### src/rtl/tsp_pkg.sv
`timescale 1ns/1ps
package tsp_pkg;

  typedef enum logic {
    MODE_STROBE = 1'b0,
    MODE_ENABLE = 1'b1
  } tsp_mode_e;

  // cycle index (after accept) of the closing, done-carrying cycle
  function automatic int unsigned last_cycle(tsp_mode_e m, int unsigned dw, int unsigned eb);
    return (m == MODE_ENABLE) ? 2 * eb : dw + 1;
  endfunction

  // enable held low while the half-rate slave clock has bits left
  function automatic logic en_active(int unsigned c, int unsigned eb);
    return c < 2 * eb;
  endfunction

  // each enable-mode bit spans two cycles, MSB of the eb-bit field first
  function automatic int unsigned en_bit_idx(int unsigned c, int unsigned eb);
    return eb - 1 - (c >> 1);
  endfunction

  // strobe-mode bit index, MSB first, one per cycle
  function automatic int unsigned stb_bit_idx(int unsigned c, int unsigned dw);
    return dw - 1 - c;
  endfunction

endpackage

### src/rtl/tsp_sequencer.sv
`timescale 1ns/1ps
module tsp_sequencer #(
  parameter int DATA_W  = 16,
  parameter int EN_BITS = 7,
  parameter int CNT_W   = 5
) (
  input  logic                clk,
  input  logic                rst_n,
  input  logic                req_valid,
  input  logic                req_mode,
  input  logic [DATA_W-1:0]   req_word,
  output logic                req_ready,
  output logic                busy,
  output logic [CNT_W-1:0]    cnt,
  output tsp_pkg::tsp_mode_e  mode,
  output logic [DATA_W-1:0]   word,
  output logic                done
);
  import tsp_pkg::*;

  logic             accept;
  logic [CNT_W-1:0] last_c;

  assign accept    = req_valid && !busy;
  assign req_ready = !busy;
  assign last_c    = CNT_W'(last_cycle(mode, DATA_W, EN_BITS));
  assign done      = busy && (cnt == last_c);

  always_ff @(posedge clk or negedge rst_n) begin
    if (!rst_n) begin
      busy <= 1'b0;
      cnt  <= '0;
      mode <= MODE_STROBE;
      word <= '0;
    end else if (accept) begin
      busy <= 1'b1;
      cnt  <= '0;
      mode <= tsp_mode_e'(req_mode);
      word <= req_word;
    end else if (busy) begin
      if (cnt == last_c) busy <= 1'b0;
      else               cnt  <= cnt + CNT_W'(1);
    end
  end

  // a request seen mid-transfer leaves the captured job alone
  a_r2_busy_ignores_req: assert property (@(posedge clk) disable iff (!rst_n)
    (busy && req_valid && !done) |=> (busy && $stable(word) && $stable(mode)));

  // done is a single-cycle pulse, followed by readiness
  a_r8_done_single: assert property (@(posedge clk) disable iff (!rst_n)
    done |=> (!done && req_ready));

endmodule

### src/rtl/tsp_decode.sv
`timescale 1ns/1ps
module tsp_decode #(
  parameter int DATA_W  = 16,
  parameter int EN_BITS = 7,
  parameter int CNT_W   = 5
) (
  input  logic                busy,
  input  logic [CNT_W-1:0]    cnt,
  input  tsp_pkg::tsp_mode_e  mode,
  input  logic [DATA_W-1:0]   word,
  output logic                nxt_data,
  output logic                nxt_stb,
  output logic                nxt_en_n
);
  import tsp_pkg::*;

  int unsigned       c;
  logic [DATA_W-1:0] shifted;

  always_comb begin
    c        = 32'(cnt);
    shifted  = '0;
    nxt_data = 1'b0;
    nxt_stb  = 1'b0;
    nxt_en_n = 1'b1;
    if (busy) begin
      if (mode == MODE_ENABLE) begin
        if (en_active(c, EN_BITS)) begin
          nxt_en_n = 1'b0;
          shifted  = word >> en_bit_idx(c, EN_BITS);
          nxt_data = shifted[0];
        end
      end else begin
        if (c < DATA_W) begin
          shifted  = word >> stb_bit_idx(c, DATA_W);
          nxt_data = shifted[0];
        end else if (c == DATA_W) begin
          nxt_stb = 1'b1;
        end
      end
    end
  end

endmodule

### src/rtl/tsp_launch.sv
`timescale 1ns/1ps
module tsp_launch (
  input  logic clk,
  input  logic rst_n,
  input  logic nxt_data,
  input  logic nxt_stb,
  input  logic nxt_en_n,
  output logic data_q,
  output logic stb_q,
  output logic en_n_q
);

  // falling-edge launch: values settle half a period before slaves look
  always_ff @(negedge clk or negedge rst_n) begin
    if (!rst_n) begin
      data_q <= 1'b0;
      stb_q  <= 1'b0;
      en_n_q <= 1'b1;
    end else begin
      data_q <= nxt_data;
      stb_q  <= nxt_stb;
      en_n_q <= nxt_en_n;
    end
  end

  // strobe never lasts beyond one period
  a_r4_strobe_one_period: assert property (@(negedge clk) disable iff (!rst_n)
    stb_q |=> !stb_q);

  // the two framing wires are never active together
  a_r7_frame_exclusive: assert property (@(negedge clk) disable iff (!rst_n)
    !(stb_q && !en_n_q));

endmodule

### src/rtl/tsp_tx_top.sv
`timescale 1ns/1ps
module tsp_tx_top #(
  parameter int DATA_W  = 16,
  parameter int EN_BITS = 7
) (
  input  logic              clk,
  input  logic              rst_n,
  input  logic              req_valid,
  output logic              req_ready,
  input  logic              req_mode,
  input  logic [DATA_W-1:0] req_word,
  output logic              tsp_data,
  output logic              tsp_strobe,
  output logic              tsp_en_n,
  output logic              done
);
  localparam int LAST_MAX = (2 * EN_BITS > DATA_W + 1) ? 2 * EN_BITS : DATA_W + 1;
  localparam int CNT_W    = $clog2(LAST_MAX + 1);

  logic               busy;
  logic [CNT_W-1:0]   cnt;
  tsp_pkg::tsp_mode_e mode;
  logic [DATA_W-1:0]  word;
  logic               nxt_data, nxt_stb, nxt_en_n;

  tsp_sequencer #(.DATA_W(DATA_W), .EN_BITS(EN_BITS), .CNT_W(CNT_W)) seq_i (
    .clk(clk), .rst_n(rst_n), .req_valid(req_valid), .req_mode(req_mode),
    .req_word(req_word), .req_ready(req_ready), .busy(busy), .cnt(cnt),
    .mode(mode), .word(word), .done(done)
  );

  tsp_decode #(.DATA_W(DATA_W), .EN_BITS(EN_BITS), .CNT_W(CNT_W)) dec_i (
    .busy(busy), .cnt(cnt), .mode(mode), .word(word),
    .nxt_data(nxt_data), .nxt_stb(nxt_stb), .nxt_en_n(nxt_en_n)
  );

  tsp_launch launch_i (
    .clk(clk), .rst_n(rst_n), .nxt_data(nxt_data), .nxt_stb(nxt_stb),
    .nxt_en_n(nxt_en_n), .data_q(tsp_data), .stb_q(tsp_strobe), .en_n_q(tsp_en_n)
  );

  // nothing is launched while idle or in the closing cycle
  a_r9_quiet_when_idle: assert property (@(posedge clk) disable iff (!rst_n)
    (!busy || done) |-> (nxt_en_n && !nxt_stb && !nxt_data));

endmodule

### config.mk
export PLATFORM = sky130hd
export DESIGN_NAME = tsp_tx_top
export DESIGN_NICKNAME = d
export VERILOG_FILES = /design/src/rtl/tsp_pkg.sv /design/src/rtl/tsp_sequencer.sv /design/src/rtl/tsp_decode.sv /design/src/rtl/tsp_launch.sv /design/src/rtl/tsp_tx_top.sv
export SDC_FILE = /design/constraint.sdc
export NUM_CORES = 1
export LEC_CHECK = 0
export BUFFER_PORTS_ARGS = -buffer_cell sky130_fd_sc_hd__buf_2
export CAP_MARGIN = 0
export CORE_MARGIN = 2
export CORE_UTILIZATION = 60
export DETAILED_ROUTE_END_ITERATION = 8
export PLACE_DENSITY = 0.84
export SLEW_MARGIN = 5
export SYNTH_ARGS = -nofsm -noshare
export SYNTH_HDL_FRONTEND = slang
export SYNTH_HIERARCHICAL = 1
export SYNTH_SLANG_ARGS = --single-unit
### constraint.sdc
create_clock -name clk -period 4.2 [get_ports clk]
set_input_delay 0.84 -clock clk [delete_from_list [all_inputs] [get_ports clk]]
set_output_delay 0.84 -clock clk [all_outputs]
set_load 0.05 [all_outputs]
==> flow_summary.rst <==
.. list-table::
   :header-rows: 1

   * - Metric
     - Value
   * - CP max FO
     - 5
   * - Die outline width
     - 54.4 um
   * - IO Count
     - 25
   * - Worst Setup Path Type
     - flip-flop to flip-flop
   * - Clock skew
     - 58.4 ps
   * - Sequential group share of total power
     - 36.2%
   * - Setup TNS Final
     - 0 ps
   * - Clock group share of total power
     - 12.4%
   * - Power density over the cells
     - 827 nW/um^2
   * - Die Y
     - 54.4 um
   * - Drt via density
     - 6.29
   * - Root Buffer
     - clkbuf_4
   * - Crit-path leading delay family
     - multiplexers
   * - P&R area growth vs syn
     - 11.6%
   * - Inserted Clock Buffers
     - 3
   * - Largest cells by area after synthesis
     - dfrtp_1 38%, mux2_2 13%, mux4_2 5.9%
   * - Post-synth top area share
     - 37.7%
   * - Clock tree sinks
     - 26
   * - Number of stages on the worst setup path
     - 4
   * - Setup crit end kind
     - flip-flop
   * - P_leak
     - 0.760 nW
   * - Synthesized instance count
     - 116
   * - Number of standard cells in the layout, taps in and fillers out
     - 170
   * - Async S/R FF share, synth
     - 100%
   * - Die area
     - 2960 um^2
   * - Number of antenna violations at the first check in global routing
     - 0
   * - Synth unique cells
     - 42
   * - Total via count in the routed design
     - 1069
   * - Worst r2r dst
     - launch_i/data_q
   * - Via count of the first global-routing pass
     - 1052
   * - Buffers from clock root to sink, at most
     - 2
   * - Final Hold Slack
     - 335 ps
   * - Peak per-stage delay on the critical path
     - 590 ps
   * - Standard cell core area
     - 2450 um^2
   * - GR Overflow Total
     - 0
   * - Capture point of the worst path
     - launch_i/data_q
   * - Gp weighted congestion
     - 0.820
   * - Max cap viols
     - 0
   * - Top flip-flop cell by instance count after synthesis
     - dfrtp_1
   * - Number of cell instances on the worst register-to-register path
     - 4
   * - Number of placed instances, taps included
     - 166
   * - Avg WL per Cell
     - 18.2 um
   * - Initial DRC Count
     - 28
   * - Combinational power share
     - 51.4%
   * - Number of enable flip-flop cells after synthesis
     - 0
   * - Routed Wire Length
     - 3090 um
   * - Latest clock arrival within the worst-skew pair
     - 370 ps
   * - Crit path launch
     - seq_i/cnt[0]
   * - Switching share of power
     - 39.5%
   * - Number of buffers and inverters on the critical path
     - 0
   * - HPWL after detailed placement
     - 2220 um
   * - Clock transition at the registers of the reported paths
     - 150 ps
   * - Total nets after synthesis
     - 140
   * - Internal power consumption
     - 0.852 mW
   * - Initial standard-cell utilization of the core
     - 62.2%
   * - # DRC
     - 0
   * - Least-Margin Pin Slew
     - 579 ps
   * - Kind of start point of the critical path
     - flip-flop
   * - Cell at the slowest stage of the critical path
     - mux4_1
   * - Data arrival, critical path
     - 2260 ps
   * - Yosys top cell by area
     - dfrtp_1
   * - Final number of setup-violating endpoints
     - 0
   * - Setup slack on the worst flop-to-flop path
     - 8 ps
   * - Sequential area share after synthesis
     - 42.7%
   * - Number of hold buffers added after CTS
     - 0
   * - Avg Synthesized Cell Area
     - 13.2 um^2
   * - Class of the tightest hold or removal check
     - primary input to asynchronous set/reset pin
   * - CTS tree
     - done
   * - All-Layer GR Usage
     - 23.6%
   * - Number of fill cells
     - 184
   * - Site row count
     - 18
   * - Depth of the CTS H-tree
     - 1
   * - Fin. max-slew vios
     - 0
   * - ANT nets after route
     - 0
   * - Cell Area, Synth
     - 1530 um^2
   * - Maximum vdd drop
     - 507 uV
   * - DR pass1 iterations
     - 4
   * - Number of nets at the end of the flow
     - 165
   * - Worst relative slew slack
     - 61.4%
   * - Run status
     - finished, final reports clean
   * - Launching point of the worst reg2reg path
     - seq_i/cnt[0]
   * - Maximum number of pins on one net before global-route repair
     - 22
   * - Flop and latch count out of synthesis
     - 26
   * - Fraction of layout cells with a size suffix above 1
     - 47.1%
   * - Required time worst endpoint
     - 2260 ps
   * - Series of cell instances along the critical path
     - mux4_1 > mux4_2 > nor3b_1 > a41o_1
   * - Antenna fix cells
     - 0
   * - Switching Power
     - 0.556 mW
   * - Global-route wire length before repair
     - 4980 um
   * - Yosys warnings
     - 6
   * - Number of endpoints with negative hold slack in the final report
     - 0
   * - Port buffer count
     - 24
## layout by cell type, fill, tap and decap left out, drive strengths merged, types with 2 or more instances in the layout
master  count
nand3       6
dfrtn       2
nor2        5
buf        28
nor4        3
ha          4
mux4        7
a21oi       6
nand2b      2
a311o       2
inv         6
o21ai       2
clkbuf      3
dfrtp      23
nand2       3
mux2       17
a31oi       2
o22ai       2
## worst register-to-register path, stage by stage (launching register included)
cell and delay (ps):
dfrtp_2 460, mux4_1 590, mux4_2 500, nor3b_1 170
a41o_1 220
## worst min path at each step
stage	to	slack, ps	cells past startpoint
2_1_floorplan	seq_i/word[10]	470	1
3_3_place_gp	seq_i/word[15]	490	1
3_5_place_dp	seq_i/word[15]	510	1
4_1_cts	seq_i/cnt[1]	320	1
5_1_grt	seq_i/cnt[1]	320	1
6_report	seq_i/cnt[1]	340	1
## synthesized netlist by cell type, types with 2 or more instances
library cell / count
dfrtn_1: 2
buf_6: 3
a31oi_1: 2
a21oi_1: 6
ha_1: 4
o21ai_0: 2
mux2_2: 17
o22ai_1: 2
dfrtp_1: 23
nand3_1: 6
nor2_1: 4
buf_4: 4
mux4_2: 4
mux4_1: 3
inv_1: 5
nand2_1: 3
## layer usage
metal / track usage (%) / vias to the layer above / routed length, um / share of wire (%)
li1: - / 487 / - / -
met1: 33.5 / 533 / 1280 / 42
met2: 39.4 / 43 / 1620 / 52
met3: 1.91 / 6 / 140 / 4.5
met4: 5.83 / 0 / 44 / 1.4
met5: 0 / - / 0 / 0
## kinds of logic (layout without fill, tap and decap cells)
kind of cell               after synthesis  in the layout  share of synthesized area, %
adders and majority gates                4              4                          3.28
DFF                                     26             26                          42.7
buffers and inverters                   14             38                          6.56
xor gates and xnor gates                 1              1                         0.574
muxes                                   25             25                          24.3
AOI/OAI and AO/OA                       20             20                          9.51
and+or+nand+nor                         26             26                          13.1
## registers in the layout, indices dropped and copies added (netlist names)
| name | count |
|---|---|
| seq_i/word | 16 |
| launch_i/en_n_q | 1 |
| seq_i/cnt | 5 |
| seq_i/mode | 1 |
| launch_i/data_q | 1 |
| launch_i/stb_q | 1 |
| seq_i/busy | 1 |
## power groups by stage
stage	logic (mW)	registers (mW)	clock network, mW
global route	0.775	0.531	0.187
detailed placement	0.689	0.510	0.00298
CTS	0.690	0.505	0.179
floorplan	0.593	0.486	0.00298
finish	0.724	0.510	0.174
global placement	0.651	0.502	0.00298
## final cells by class
| type | count | area, um^2 | area share [%] |
|---|---|---|---|
| Multi-Input combinational cell | 76 | 787 | 46.2 |
| Inverter | 5 | 18.8 | 1.10 |
| Clock buffer | 3 | 22.5 | 1.32 |
| Clock inverter | 2 | 33.8 | 1.98 |
| Tap cell | 30 | 37.5 | 2.20 |
| Timing Repair Buffer | 28 | 150 | 8.82 |
| Sequential cell | 26 | 653 | 38.4 |
## repair_timing
action                     in CTS  in global routing
gates resized for setup         0                  3
setup endpoints to repair       0                  1
buffers inserted                0                  0
## metrics by stage
step,utilization (%),setup slack (ps),cell area (um^2),total power [mW]
after floorplan,-,38.2,1530,1.08
after global placement,66.7,155,1640,1.16
after detailed placement,66.7,60.0,1640,1.20
after CTS,68.8,19.7,1690,1.37
after global routing,69.4,-27.6,1700,1.49
final,69.4,8.34,1700,1.41
(Power assumes the default switching activity.)
